File: src/rtl/mbx_pkg.sv
package mbx_pkg;
    // Number of mailbox channels; the address map below is laid out for two.
    localparam int NCH = 2;
    localparam int CODE_W = 32;

    localparam logic [7:0] A_EVENT = 8'h20;
    localparam logic [7:0] A_MASK  = 8'h21;
    localparam logic [7:0] A_CLEAR = 8'h22;

    localparam logic [CODE_W-1:0] FAIL_CODE = "!CMD";

    // Recognised command codes; entry i sits at bits [i*32 +: 32].
    localparam int NUM_CODES = 4;
    localparam logic [NUM_CODES*CODE_W-1:0] KNOWN_CODES = {"RDID", "PTCH", "GCAP", "SWAP"};

    typedef enum logic {CH_IDLE, CH_BUSY} ch_state_e;

    function automatic logic [7:0] cmd_addr(input int ch);
        return (ch == 0) ? 8'h08 : 8'h10;
    endfunction

    function automatic logic [7:0] data_addr(input int ch);
        return (ch == 0) ? 8'h09 : 8'h11;
    endfunction
endpackage

File: src/rtl/mbx_decode.sv
// mbx_decode: matches a 32-bit command code against the recognised set.
// Assumes: purely combinational; the code table lives in mbx_pkg.
module mbx_decode
    import mbx_pkg::*;
(
    input  logic [CODE_W-1:0] code,
    output logic              known
);
    logic [NUM_CODES-1:0] hit;

    // One comparator per table entry.
    for (genvar i = 0; i < NUM_CODES; i++) begin : g_cmp
        assign hit[i] = (code == KNOWN_CODES[i*CODE_W +: CODE_W]);
    end

    assign known = |hit;
endmodule

File: src/rtl/mbx_channel.sv
// mbx_channel: one mailbox channel holding the command register, the data
// register and the idle/busy sequencing with the handler.
// Assumes: wr_idx is the byte offset within the current host access;
// hnd_done is a one-cycle strobe and only matters while busy.
module mbx_channel
    import mbx_pkg::*;
#(
    parameter int DATA_BYTES = 8
) (
    input  logic                    clk,
    input  logic                    rst_n,
    input  logic                    cmd_wr,
    input  logic                    data_wr,
    input  logic [7:0]              wr_idx,
    input  logic [7:0]              wdata,
    input  logic                    hnd_done,
    input  logic                    hnd_ok,
    input  logic [DATA_BYTES*8-1:0] hnd_odata,
    input  logic [7:0]              hnd_olen,
    output logic [CODE_W-1:0]       cmd_value,
    output logic [DATA_BYTES*8-1:0] data_value,
    output logic [7:0]              data_len,
    output logic                    busy,
    output logic                    done_evt
);
    localparam logic [7:0] DB_L = 8'(DATA_BYTES);

    ch_state_e               state;
    logic [CODE_W-1:0]       cmd_q;
    logic [CODE_W-1:0]       cmd_asm;
    logic [DATA_BYTES*8-1:0] data_q;
    logic [7:0]              len_q;
    logic                    known;
    logic                    idle;
    logic                    trig;
    logic                    finish;

    assign idle = (state == CH_IDLE);

    // Command value as it would be with the incoming byte merged in (first char in MSB).
    always_comb begin
        cmd_asm = cmd_q;
        for (int b = 0; b < 4; b++) begin
            if (wr_idx == 8'(b)) cmd_asm[CODE_W-1-8*b -: 8] = wdata;
        end
    end

    mbx_decode u_dec (
        .code  (cmd_asm),
        .known (known)
    );

    assign trig     = cmd_wr && idle && (wr_idx == 8'd3);
    assign finish   = (state == CH_BUSY) && hnd_done;
    assign done_evt = (trig && !known) || finish;

    // Command register and channel state.
    always_ff @(posedge clk) begin
        if (!rst_n) begin
            state <= CH_IDLE;
            cmd_q <= '0;
        end else if (finish) begin
            state <= CH_IDLE;
            cmd_q <= hnd_ok ? '0 : FAIL_CODE;
        end else if (trig) begin
            if (known) begin
                state <= CH_BUSY;
                cmd_q <= cmd_asm;
            end else begin
                cmd_q <= FAIL_CODE;
            end
        end else if (cmd_wr && idle && (wr_idx < 8'd4)) begin
            cmd_q <= cmd_asm;
        end
    end

    // Data register: host fills it while idle, handler replaces it on success.
    always_ff @(posedge clk) begin
        if (!rst_n) begin
            data_q <= '0;
            len_q  <= '0;
        end else if (finish && hnd_ok) begin
            data_q <= hnd_odata;
            len_q  <= (hnd_olen > DB_L) ? DB_L : hnd_olen;
        end else if (data_wr && idle && (wr_idx < DB_L)) begin
            data_q[int'(wr_idx)*8 +: 8] <= wdata;
            len_q                       <= wr_idx + 8'd1;
        end
    end

    assign cmd_value  = cmd_q;
    assign data_value = data_q;
    assign data_len   = len_q;
    assign busy       = (state == CH_BUSY);

    // a busy command holds its value until the handler finishes.
    p_busy_hold_r11: assert property (@(posedge clk) disable iff (!rst_n)
        (busy && !hnd_done) |=> $stable(cmd_value));
    // an unknown code completes at once with the failure string.
    p_unknown_fail_r5: assert property (@(posedge clk) disable iff (!rst_n)
        (trig && !known) |=> (cmd_value == FAIL_CODE) && !busy);
    // a successful finish reads back zero.
    p_ok_zero_r6: assert property (@(posedge clk) disable iff (!rst_n)
        (busy && hnd_done && hnd_ok) |=> (cmd_value == '0) && !busy);
    // a failed finish reads back the failure string and keeps the data.
    p_fail_keep_r7: assert property (@(posedge clk) disable iff (!rst_n)
        (busy && hnd_done && !hnd_ok) |=> (cmd_value == FAIL_CODE) && $stable(data_value));
endmodule

File: src/rtl/mbx_events.sv
// mbx_events: event, mask and clear registers plus the interrupt output.
// Assumes: set strobes come from the channels; clear/mask writes are single
// byte strobes; a set wins over a clear in the same cycle.
module mbx_events
    import mbx_pkg::*;
(
    input  logic           clk,
    input  logic           rst_n,
    input  logic [NCH-1:0] set,
    input  logic           clr_wr,
    input  logic           mask_wr,
    input  logic [7:0]     wdata,
    output logic [NCH-1:0] evt,
    output logic [NCH-1:0] mask,
    output logic           irq
);
    // Event bits: sticky set, write-one clear, set has priority.
    always_ff @(posedge clk) begin
        if (!rst_n) begin
            evt <= '0;
        end else begin
            evt <= (evt & ~(clr_wr ? wdata[NCH-1:0] : '0)) | set;
        end
    end

    // Mask register written by host.
    always_ff @(posedge clk) begin
        if (!rst_n) begin
            mask <= '0;
        end else if (mask_wr) begin
            mask <= wdata[NCH-1:0];
        end
    end

    assign irq = |(evt & mask);

    for (genvar i = 0; i < NCH; i++) begin : g_chk
        // a completion always leaves its event bit set.
        p_evt_set_r8: assert property (@(posedge clk) disable iff (!rst_n)
            set[i] |=> evt[i]);
        // a clear without a simultaneous completion removes the bit.
        p_evt_clear_r9: assert property (@(posedge clk) disable iff (!rst_n)
            (clr_wr && wdata[i] && !set[i]) |=> !evt[i]);
    end
    // the interrupt only rises after a completion or a mask change.
    p_irq_cause_r10: assert property (@(posedge clk) disable iff (!rst_n)
        $rose(irq) |-> $past(|set || mask_wr));
endmodule

File: src/rtl/cmd_mailbox.sv
// cmd_mailbox: two-channel four-character command mailbox with byte-serial
// host access, handler handshake and interrupt events.
// Assumes: acc_start opens an access; acc_wr/acc_rd never coincide with
// acc_start; every register read begins with a length byte.
module cmd_mailbox
    import mbx_pkg::*;
#(
    parameter int DATA_BYTES = 8
) (
    input  logic                        clk,
    input  logic                        rst_n,
    input  logic                        acc_start,
    input  logic [7:0]                  acc_addr,
    input  logic                        acc_wr,
    input  logic                        acc_rd,
    input  logic [7:0]                  acc_wdata,
    output logic [7:0]                  acc_rdata,
    output logic                        irq,
    output logic [NCH-1:0]              hnd_req,
    output logic [NCH*CODE_W-1:0]       hnd_code,
    output logic [NCH*DATA_BYTES*8-1:0] hnd_idata,
    output logic [NCH*8-1:0]            hnd_ilen,
    input  logic [NCH-1:0]              hnd_done,
    input  logic [NCH-1:0]              hnd_ok,
    input  logic [NCH*DATA_BYTES*8-1:0] hnd_odata,
    input  logic [NCH*8-1:0]            hnd_olen
);
    localparam int DW = DATA_BYTES * 8;

    logic [7:0]        sel_q;
    logic [7:0]        ptr_q;
    logic [NCH-1:0]    ch_done;
    logic [CODE_W-1:0] ch_cmd  [NCH];
    logic [DW-1:0]     ch_data [NCH];
    logic [7:0]        ch_len  [NCH];
    logic [NCH-1:0]    evt;
    logic [NCH-1:0]    mask;
    logic              wr_go;

    assign wr_go = acc_wr && !acc_start;

    // Access address and saturating byte pointer.
    always_ff @(posedge clk) begin
        if (!rst_n) begin
            sel_q <= '0;
            ptr_q <= '0;
        end else if (acc_start) begin
            sel_q <= acc_addr;
            ptr_q <= '0;
        end else if ((acc_wr || acc_rd) && (ptr_q != 8'hFF)) begin
            ptr_q <= ptr_q + 8'd1;
        end
    end

    for (genvar c = 0; c < NCH; c++) begin : g_ch
        mbx_channel #(.DATA_BYTES(DATA_BYTES)) u_ch (
            .clk        (clk),
            .rst_n      (rst_n),
            .cmd_wr     (wr_go && (sel_q == cmd_addr(c))),
            .data_wr    (wr_go && (sel_q == data_addr(c))),
            .wr_idx     (ptr_q),
            .wdata      (acc_wdata),
            .hnd_done   (hnd_done[c]),
            .hnd_ok     (hnd_ok[c]),
            .hnd_odata  (hnd_odata[c*DW +: DW]),
            .hnd_olen   (hnd_olen[c*8 +: 8]),
            .cmd_value  (ch_cmd[c]),
            .data_value (ch_data[c]),
            .data_len   (ch_len[c]),
            .busy       (hnd_req[c]),
            .done_evt   (ch_done[c])
        );
        assign hnd_code[c*CODE_W +: CODE_W] = ch_cmd[c];
        assign hnd_idata[c*DW +: DW]        = ch_data[c];
        assign hnd_ilen[c*8 +: 8]           = ch_len[c];
    end

    mbx_events u_evt (
        .clk     (clk),
        .rst_n   (rst_n),
        .set     (ch_done),
        .clr_wr  (wr_go && (sel_q == A_CLEAR) && (ptr_q == 8'd0)),
        .mask_wr (wr_go && (sel_q == A_MASK) && (ptr_q == 8'd0)),
        .wdata   (acc_wdata),
        .evt     (evt),
        .mask    (mask),
        .irq     (irq)
    );

    // Read mux: length byte at pointer 0, content bytes after it.
    always_comb begin
        logic [7:0] idx;
        idx       = ptr_q - 8'd1;
        acc_rdata = '0;
        for (int c = 0; c < NCH; c++) begin
            if (sel_q == cmd_addr(c)) begin
                if (ptr_q == 8'd0)     acc_rdata = 8'd4;
                else if (ptr_q <= 8'd4) acc_rdata = ch_cmd[c][CODE_W-1-8*int'(idx) -: 8];
            end
            if (sel_q == data_addr(c)) begin
                if (ptr_q == 8'd0)         acc_rdata = ch_len[c];
                else if (idx < ch_len[c])  acc_rdata = ch_data[c][int'(idx)*8 +: 8];
            end
        end
        if (sel_q == A_EVENT || sel_q == A_MASK || sel_q == A_CLEAR) begin
            if (ptr_q == 8'd0)      acc_rdata = 8'd1;
            else if (ptr_q == 8'd1) acc_rdata = (sel_q == A_EVENT) ? 8'(evt) :
                                                (sel_q == A_MASK)  ? 8'(mask) : 8'd0;
        end
    end

    // nothing is requested or signalled in the cycle after reset.
    p_reset_quiet_r1: assert property (@(posedge clk)
        !rst_n |=> (hnd_req == '0) && !irq);
    // a completion on one channel leaves the other channel's request alone.
    p_indep_r12: assert property (@(posedge clk) disable iff (!rst_n)
        (ch_done[0] && hnd_req[1] && !hnd_done[1]) |=> hnd_req[1]);
endmodule

File: config.mk
export PLATFORM = sky130hd
export DESIGN_NAME = cmd_mailbox
export DESIGN_NICKNAME = d
export VERILOG_FILES = /design/src/rtl/mbx_pkg.sv /design/src/rtl/mbx_decode.sv /design/src/rtl/mbx_channel.sv /design/src/rtl/mbx_events.sv /design/src/rtl/cmd_mailbox.sv
export SDC_FILE = /design/constraint.sdc
export NUM_CORES = 1
export LEC_CHECK = 0
export BUFFER_PORTS_ARGS = -buffer_cell sky130_fd_sc_hd__buf_2
export CORE_AREA = 2 2 177 179
export CTS_CLUSTER_DIAMETER = 80
export DETAILED_ROUTE_END_ITERATION = 8
export DIE_AREA = 0 0 179 181
export GPL_TIMING_DRIVEN = 1
export HOLD_SLACK_MARGIN = 0.12
export PLACE_DENSITY = 0.73
export SLEW_MARGIN = 5
export SYNTH_ARGS = -nofsm -noshare
export SYNTH_HDL_FRONTEND = slang
export SYNTH_SLANG_ARGS = --single-unit
export TNS_END_PERCENT = 50
File: constraint.sdc
create_clock -name clk -period 6.7 [get_ports clk]
set_input_delay 1.675 -clock clk [delete_from_list [all_inputs] [get_ports clk]]
set_output_delay 1.675 -clock clk [all_outputs]
set_load 0.005 [all_outputs]
## Word level (Yosys, flattened, before mapping)

Cells that the tools add are included.

| storage, ports and cells | value |
|---|---|
| bits in registers | 230 |
| bits in latches | 0 |
| RAM bits | 0 |
| bits in read-only memories | 0 |
| bits of input ports | 169 |
| output and inout port bits | 219 |
| word-level logic and storage cells | 150 |
| memories kept | 0 |

| operators by class | value |
|---|---|
| add/sub/neg operators | 4 |
| multiply operators | 0 |
| div/mod/pow operators | 0 |
| magnitude comparators | 7 |
| equality and inequality tests | 19 |
| shift-type cells | 6 |
| multiplexer cells | 48 |
| bitwise operators | 7 |
| reductions and logical operators | 47 |

Operators with widths:

| kind | number |
|---|---|
| $eq A32 B31 Y1 const B | 8 |
| $mux W32 | 8 |
| $mux W64 | 4 |
| $mux W8 | 29 |
| $bwmux W64 | 2 |
| $shiftx A64 B12 Y8 | 2 |
| $shiftx A39 B12 Y8 | 2 |
| $shift A8 B33 Y64 const A | 1 |
| $shiftx A8 B33 Y64 | 1 |
| $mux W30 | 2 |
| $neg A11 Y33 | 1 |
| $logic_and A1 B1 Y1 | 26 |
| $eq A8 B6 Y1 const B | 3 |
| $eq A8 B2 Y1 const B | 2 |
| $eq A8 B4 Y1 const B | 2 |
| $eq A8 B5 Y1 const B | 2 |
| $gt A8 B4 Y1 const B | 2 |
| $lt A8 B8 Y1 | 2 |
| $sub A5 B11 Y12 const A | 1 |
| $add A8 B1 Y8 const B | 1 |
| $eq A8 B1 Y1 const B | 1 |
| $le A8 B3 Y1 const B | 1 |
| $logic_not A8 Y1 | 1 |
| $lt A8 B3 Y1 const B | 1 |
| other kinds (15) | 33 |

## Longest topological paths before layout

Gate-level depths: netlist of the first run.

| logic depth | value |
|---|---|
| word-level depth | 18 |
| depth in mapped cells | 16 |
| gate-level depth less buffers | 12 |

## Modules after synthesis

A second synthesis of the first run with hierarchy kept.

| second synthesis, totals | value |
|---|---|
| cell total of the unflattened synthesis | 1592 |
| area total of the unflattened synthesis | 14388.8 µm² |

Modules (own cells, without submodules):

| module | instances | cells an instance | area each (µm²) | seq. area each (µm²) |
|---|---|---|---|---|
| mbx_channel at g_ch[0].u_ch | 1 | 585 | 5451.5 | 2102.0 |
| mbx_channel at g_ch[1].u_ch | 1 | 604 | 5129.9 | 2102.0 |
| cmd_mailbox | 1 | 342 | 3320.7 | 320.3 |
| mbx_decode | 2 | 23 | 167.7 | 0.0 |
| mbx_events | 1 | 15 | 151.4 | 80.1 |

## Worst setup path after synthesis of the first run

OpenSTA, ideal clock, no wires.

| timing path | value |
|---|---|
| path type | flip-flop to output port |
| start | register ptr_q[0] |
| end | output port acc_rdata[0] |
| arrival | 3686 ps |
| required time | 5025 ps |
| slack | 1339 ps |
| cell stages (with the launch flop) | 17 |
| buffers on the path | 4 |
| cells stage by stage | dfxtp_1 > buf_2 > inv_1 > ha_1 > clkbuf_1 > buf_1 > clkbuf_1 > inv_1 > ha_1 > a21boi_0 > o21a_1 > o21ai_0 > a21oi_1 > o31ai_1 > nand2_1 > a2bb2oi_1 > o221ai_1 |

| between the ends | value |
|---|---|
| cells in the longest elaborated chain, start to end | 18 |
| elaborated cells between the ends (all ways) | 26 |
| those cells by class | add/sub: 2; order compare: 3; eq/ne: 1; shift: 4; mux: 15; reduce/logical: 1 |

RTL lines:

| element | line | RTL |
|---|---|---|
| from (decl) | cmd_mailbox.sv:31 | `logic [7:0] ptr_q;` |
| from (signal assigned) | cmd_mailbox.sv:51 | `ptr_q <= ptr_q + 8'd1;` |
| $sub A8 B1 Y8 | cmd_mailbox.sv:93 | `idx = ptr_q - 8'd1;` |
| $sub A5 B11 Y12 | cmd_mailbox.sv:98 | `else if (ptr_q <= 8'd4) acc_rdata = ch_cmd[c][CODE_W-1-8*int'(idx) -: 8];` |
| $shiftx A39 B12 Y8 | cmd_mailbox.sv:98 |  |
| $mux W8 | cmd_mailbox.sv:98 |  |
| $mux W8 | cmd_mailbox.sv:97 | `if (ptr_q == 8'd0) acc_rdata = 8'd4;` |
| $mux W8 | cmd_mailbox.sv:96 | `if (sel_q == cmd_addr(c)) begin` |
| $mux W8 | cmd_mailbox.sv:102 | `else if (idx < ch_len[c]) acc_rdata = ch_data[c][int'(idx)*8 +: 8];` |
| $mux W8 | cmd_mailbox.sv:101 | `if (ptr_q == 8'd0) acc_rdata = ch_len[c];` |
| [2 not listed] | - |  |
| $mux W8 | cmd_mailbox.sv:97 |  |
| $mux W8 | cmd_mailbox.sv:96 |  |
| $mux W8 | cmd_mailbox.sv:102 |  |
| $mux W8 | cmd_mailbox.sv:101 |  |
| $mux W8 | cmd_mailbox.sv:100 | `if (sel_q == data_addr(c)) begin` |
| $mux W8 | cmd_mailbox.sv:107 | `else if (ptr_q == 8'd1) acc_rdata = (sel_q == A_EVENT) ? 8'(evt) :` |
| $mux W8 | cmd_mailbox.sv:106 | `if (ptr_q == 8'd0) acc_rdata = 8'd1;` |
| $mux W8 * | cmd_mailbox.sv:105 | `if (sel_q == A_EVENT \|\| sel_q == A_MASK \|\| sel_q == A_CLEAR) begin` |
| to (decl) | cmd_mailbox.sv:17 | `output logic [7:0] acc_rdata,` |

Every way passes the cells marked *; elsewhere a longest branch is shown, timed or not.

## Worst setup path after layout of the first run

| timing path | value |
|---|---|
| start | register ptr_q[0] |
| end | output port acc_rdata[6] |

Same word-level chain as after synthesis.

==> results.json, run 1 <==
{
  "hpwl_um": 42700,
  "overflow": 0,
  "clk_latency_ps": 570,
  "min_period_over_period": 0.926,
  "grt_max_degree": 124,
  "cp.arrival_ps": 4530,
  "cts_sinks": 230,
  "tightestPinTransition_ps": 1220,
  "syn-mean-instance-area_um2": 8.90,
  "final_area_um2": 16500,
  "ant_nets": 0,
  "fmax_mhz": 161,
  "dr.max_layer_used": "met5",
  "drive_above_1_share": 0.288,
  "drc": 0,
  "io_buffer_count": 387,
  "setup-violations-final": 0,
  "synth_nets": 1712,
  "wl_met2_um": 25100,
  "nets": 2017,
  "drt_iter0_drc": 1992,
  "grt_usage": 0.339,
  "crit_type": "reg2out",
  "h-tree-depth": 1,
  "finalWirelength_um": 57900,
  "startpoint_type": "flop",
  "initial_core_util": 0.446,
  "regArea_um2": 4610,
  "clkTransAtPathRegs_ps": 70,
  "leakagePower_uw": 0.00698,
  "postPlaceCellArea_um2": 15600,
  "min_period_ps": 6200,
  "r2r_slack_ps": 1640,
  "grt_pass1_wl_um": 83500,
  "cts_root_buffer": "clkbuf_16",
  "hold_buffers": 0,
  "multi_input_area_um2": 8300,
  "die_w_um": 179,
  "hold_viol": 0,
  "async_flop_share": 0,
  "syn2layout_area_growth_pct": 21.7,
  "vias": 14510,
  "fp-row-count": 64,
  "setup_tns_ps": 0,
  "ys_seq_area_frac": 0.340,
  "syn_inst": 1522,
  "whs_endpoint": "g_ch[1].u_ch.data_value[37]$_SDFFE_PN0P_",
  "synth_ff_type": "dfxtp_1",
  "crit_path_end_kind": "output pin",
  "wl_met1_um": 23300,
  "min_path_type": "reg2reg",
  "clk_path_buf_depth": 3,
  "hp-start": "g_ch[1].u_ch.data_value[37]$_SDFFE_PN0P_",
  "viasPerCell": 6.47,
  "grt_pass1_vias": 13140,
  "p_per_area_nw_per_um2": 191,
  "wl_per_cell_um": 25.8,
  "outcome": "complete, no violations",
  "fillers": 2797,
  "slew_headroom": 0.187,
  "crit_fanout": 24,
  "holdPathStages": 2,
  "irDropWorstVdd_v": 0.000173,
  "yosys_warnings": 0,
  "r2r_end": "g_ch[0].u_ch.cmd_value[4]$_SDFFE_PN0P_",
  "ys_ff_latch": 230,
  "skew_ps": 28.6,
  "dieArea_um2": 32400,
  "grt_setup_unrepaired": "no",
  "core_area_um2": 30300,
  "dr_wl_met3_um": 6800,
  "crit-reg2reg-launch": "ptr_q[0]$_SDFFE_PP0P_",
  "syn-cell-area_um2": 13500,
  "cts_tree": "done",
  "crit_required_ps": 5030,
  "synth_edf_count": 0,
  "die_h_um": 181,
  "final_max_slew_viol_count": 0,
  "gp_congestion": 1.00,
  "antenna_found_initial": 3,
  "max_cap_viol_count": 0,
  "r2r_cells": 10,
  "synth_cell_type_count": 83,
  "numCtsBuffers": 26,
  "first_pass_iters": 6,
  "io_pins": 388
}
-- kinds of logic after synthesis --
group	share of synthesized area
DFF	0.340
AOI/OAI and AO/OA	0.192
xor gates and xnor gates	0.00998
muxes	0.197
adders and majority gates	0.0194
buffers and inverters	0.0493
and+or+nand+nor	0.191
-- report_power, final --
group          total [uW]  internal [uW]  leakage, uW  switching, uW
registers            1380           1370      0.00185           11.2
clock network        1460            844     0.000429            619
logic                 306            104      0.00469            203
total                3150           2320      0.00698            833
-- flip-flops by register name, indices dropped and copies added, names as in the netlist --
name / cells
g_ch.u_ch.busy: 2
g_ch.u_ch.cmd_value: 64
g_ch.u_ch.data_len: 16
g_ch.u_ch.data_value: 128
ptr_q: 8
sel_q: 8
u_evt.evt: 2
u_evt.mask: 2
-- critical path, cell delays in order, from the launching register on --
cell and delay (ps):
dfxtp_4 570, inv_1 200, ha_1 280, xor2_2 120
buf_4 350, inv_1 220, ha_1 260, xnor3_1 330
nor4_1 470, nand2_1 130, nor2_1 390, a221oi_1 230
o221ai_1 180, buf_2 210
-- area by class of cell --
| cell class | instances | share of cell area |
|---|---|---|
| multi-input combinational | 1129 | 0.504 |
| timing repair buffer | 403 | 0.126 |
| clock buffer | 34 | 0.0444 |
| antenna | 1 | 0.000152 |
| sequential | 230 | 0.280 |
| tap | 396 | 0.0301 |
| clock inverter | 12 | 0.00737 |
| inverter | 37 | 0.00858 |
-- cell usage after synthesis (4+ instances only) --
library cell	n	area (um^2)
dfxtp_1	230	4600
nor2_1	209	785
mux2i_1	159	1590
a211oi_1	118	886
clkbuf_1	97	364
nand2_1	96	360
a21oi_1	48	240
mux4_2	48	1080
o21ai_0	40	200
nand3_1	38	190
inv_1	36	135
nor3_1	34	170
nand4_1	27	169
o21ai_1	26	130
and2_1	22	138
ha_1	21	263
a31oi_1	16	100
a22o_1	13	114
buf_2	12	60.1
and3_1	11	68.8
nor4_1	11	68.8
o22ai_1	11	68.8
nand2b_1	10	62.6
a22oi_1	9	67.6
buf_1	9	33.8
nor2b_1	9	56.3
o211ai_1	9	67.6
or4_1	9	67.6
nor2_4	7	78.8
nor3b_1	7	52.6
a221o_1	6	60.1
o21a_1	6	45.0
o2bb2ai_1	6	52.6
xnor2_1	6	52.6
a311oi_1	5	43.8
buf_4	5	37.5
o221ai_1	5	43.8
o31ai_1	5	37.5
xor2_1	5	43.8
a21boi_0	4	30.0
a221oi_1	4	35.0
a32oi_1	4	35.0
or3_1	4	25.0
-- stage by stage --
step | cells | worst slack [ps] | utilization | hold WS [ps] | total power [uW]
after global placement | 2194 | 1080 | 0.514 | 466 | 1710
after CTS | 2240 | 358 | 0.542 | 484 | 3140
after detailed placement | 2194 | 962 | 0.514 | 476 | 1710
after global routing | 2242 | 121 | 0.543 | 501 | 3220
final | 2242 | 496 | 0.543 | 485 | 3150
after floorplan | 1522 | 1340 | - | 449 | 1570
-- worst max path at each step --
stage | cells after the start | slack, ps | to | start
after floorplan | 16 | 1340 | acc_rdata[0] | ptr_q[0]$_SDFFE_PP0P_
after global placement | 13 | 1080 | acc_rdata[5] | ptr_q[0]$_SDFFE_PP0P_
after detailed placement | 13 | 960 | acc_rdata[5] | ptr_q[0]$_SDFFE_PP0P_
after CTS | 13 | 360 | acc_rdata[5] | ptr_q[0]$_SDFFE_PP0P_
after global routing | 13 | 120 | acc_rdata[6] | ptr_q[0]$_SDFFE_PP0P_
final | 13 | 500 | acc_rdata[6] | ptr_q[0]$_SDFFE_PP0P_
-- cell usage in the layout (no fill, tap or decap), types with 13 or more instances in the layout --
cell type,n
nor3_1,34
clkbuf_16,27
nand4_1,27
mux2i_1,159
and2_1,22
mux4_2,48
o21ai_1,26
buf_4,15
a21oi_1,48
dfxtp_1,229
nor2_1,209
inv_1,36
buf_2,387
o21ai_0,40
a211oi_1,118
nand2_1,96
a22o_1,13
ha_1,20
a31oi_1,16
nand3_1,36
-- layer usage --
layer / vias up / GRT usage
li1: 6303 / -
met1: 6891 / 0.474
met2: 1106 / 0.513
met3: 206 / 0.0703
met4: 4 / 0.125
met5: - / 0
-- timing repair --
action	4_1_cts	5_1_grt
setup buffers	0	1
setup endpoints to repair	0	7
gates resized for setup	0	0
(Power assumes the default switching activity.)
==> run 2, diff against run 1 <==
- GPL_TIMING_DRIVEN: 1 -> 0
- HOLD_SLACK_MARGIN: 0.12 -> 0.1
==> run 2 against run 1 <==
Net effect: the flow now finishes with violations (setup timing); combinational power rose by 13%; maximum frequency fell by 7.4%; utilization rose by 1.4 points; power rose by 3.2%; global-route usage rose by 5.5 points; die area did not move; via count rose by 5.7%; worst setup slack got worse by 500 ps; critical endpoint unchanged.
==> results.json, run 2 (synthesized netlist as in run 1, its figures left out) <==
{
  "leakagePower_uw": 0.00713,
  "swShare": 0.265,
  "regArea_um2": 4600,
  "intPower_uw": 2390,
  "hold_viol": 0,
  "hpwl_um": 50700,
  "postPlaceCellArea_um2": 16000,
  "die_w_um": 179,
  "fin_hold_ws_ps": 476,
  "layout_common_cells": "buf_2 (397), dfxtp_1 (230), nor2_1 (209)",
  "max_cap_viol_count": 0,
  "pwr-share-seq": 0.424,
  "min_period_over_period": 1.00,
  "hold_buffers": 0,
  "grt_setup_unrepaired": "no",
  "outcome": "finished, violations left",
  "gp_congestion": 0.999,
  "crit_required_ps": 5030,
  "final_area_um2": 16900,
  "slew_headroom": 0.0757,
  "min_path_type": "reg2reg",
  "io_pins": 388,
  "wl_met2_um": 27700,
  "switching_power_uw": 863,
  "crit_fanout": 10,
  "dieArea_um2": 32400,
  "irDropWorstVdd_v": 0.000177,
  "max_stage_delay_ps": 900,
  "cts_root_buffer": "clkbuf_16",
  "fp-row-count": 64,
  "wl_per_cell_um": 27.9,
  "skew_ps": 11.6,
  "cp_cell_sequence": "buf_4 -> inv_1 -> ha_4 -> clkbuf_1 -> clkbuf_1 -> mux4_2 -> a221oi_1 -> o221ai_1 -> buf_2",
  "startpoint_type": "flop",
  "drc": 0,
  "clkTransAtPathRegs_ps": 60,
  "wl_met1_um": 26200,
  "drive_above_1_share": 0.273,
  "path_common_cell": "clkbuf_1",
  "holdPathStages": 2,
  "initial_core_util": 0.446,
  "mostFrequentLayoutCell": "buf_2",
  "clk_path_buf_depth": 3,
  "h-tree-depth": 1,
  "largest_reg_flops": 128,
  "grt_usage": 0.394,
  "fillers": 2843,
  "tightestPinTransition_ps": 1370,
  "crit_path_top_delay_cell": "clkbuf_1",
  "power.share.clock": 0.470,
  "fmax_mhz": 149,
  "overflow": 0,
  "r2r_cells": 13,
  "vias": 15334,
  "grt_max_degree": 13,
  "power_frac_comb": 0.106,
  "nets": 2125,
  "antenna_found_initial": 9,
  "min_period_ps": 6700,
  "cp.arrival_ps": 5030,
  "grt_pass1_vias": 14423,
  "postCtsSetupRepairBufs": 0,
  "dr.max_layer_used": "met5",
  "cts_sinks": 230,
  "syn2layout_area_growth_pct": 24.8,
  "finalWirelength_um": 65700,
  "die_h_um": 181,
  "crit_path_end_kind": "output pin",
  "setup_tns_ps": -3.05,
  "core_area_um2": 30300,
  "setup-violations-final": 1,
  "violations": "setup timing",
  "clk_latency_ps": 550,
  "ant_nets": 0,
  "numCtsBuffers": 27,
  "dr_wl_met3_um": 8050,
  "p_per_area_nw_per_um2": 193,
  "viasPerCell": 6.52,
  "crit_type": "reg2out",
  "io_buffer_count": 386,
  "cts_tree": "done",
  "grt_pass1_wl_um": 94700,
  "first_pass_iters": 8,
  "final_max_slew_viol_count": 0,
  "fin_ws_ps": -3.05,
  "drt_iter0_drc": 1909,
  "multi_input_area_um2": 8280
}
==> run 2: cell types whose count changed in the layout (fill, tap and decap cells not counted), sizes merged <==
cell | before | now
inv | 37 | 39
clkinv | 10 | 3
clkinvlp | 0 | 1
clkbuf | 34 | 134
bufinv | 2 | 3
buf | 403 | 414
diode | 1 | 3
==> run 2: final cells by class <==
cell class                      count  area share
Multi-Input combinational cell   1129       0.490
Sequential cell                   230       0.273
Timing Repair Buffer              386       0.114
Clock buffer                       38      0.0454
Buffer                            124      0.0318
Tap cell                          396      0.0293
Inverter                           37     0.00822
Clock inverter                      9     0.00785
Antenna cell                        3    0.000444
==> run 2: power groups by stage <==
stage,Sequential (uW),Clock (uW),Combinational (uW)
after floorplan,1410,0,168
after global placement,1410,0,327
after detailed placement,1410,0,329
after CTS,1380,1520,331
after global routing,1380,1580,359
final,1380,1530,345
==> run 2: timing repair <==
item,4_1_cts,5_1_grt
gates cloned,0,0
pin swaps,0,0
resized for setup,8,5
setup endpoints to repair,8,7
==> run 2: worst paths after layout <==
kind	from	slack (ps)	end
setup / recovery	ptr_q[0]$_SDFFE_PP0P_	-3	acc_rdata[6]
hold / removal	u_evt.evt[1]$_SDFF_PN0_	480	u_evt.evt[1]$_SDFF_PN0_
setup reg to reg	ptr_q[0]$_SDFFE_PP0P_	2300	g_ch[0].u_ch.data_value[38]$_SDFFE_PN0P_
hold reg to reg	u_evt.evt[1]$_SDFF_PN0_	480	u_evt.evt[1]$_SDFF_PN0_
==> run 2: per-stage QoR <==
stage / total power (uW) / std cells / setup slack (ps) / utilization
after global placement: 1740 / 2304 / -720 / 0.526
after detailed placement: 1740 / 2304 / -853 / 0.526
final: 3250 / 2352 / -3.05 / 0.557
after floorplan: 1570 / 1522 / 1340 / -
after global routing: 3310 / 2351 / 19.6 / 0.557
after CTS: 3230 / 2350 / 42.6 / 0.556
==> run 2: critical path: cells and delay by family, from the launching register on <==
family	cells	cell delay [ps]
DFF	1	480
AOI/OAI and AO/OA	2	860
muxes	1	500
buffers and inverters	5	2220
adders and majority gates	1	410
==> run 2: routing by layer <==
layer / track usage / vias up
met4: 0.191 / 10
met1: 0.547 / 7309
met3: 0.0957 / 273
met5: 0 / -
met2: 0.569 / 1228
li1: - / 6514
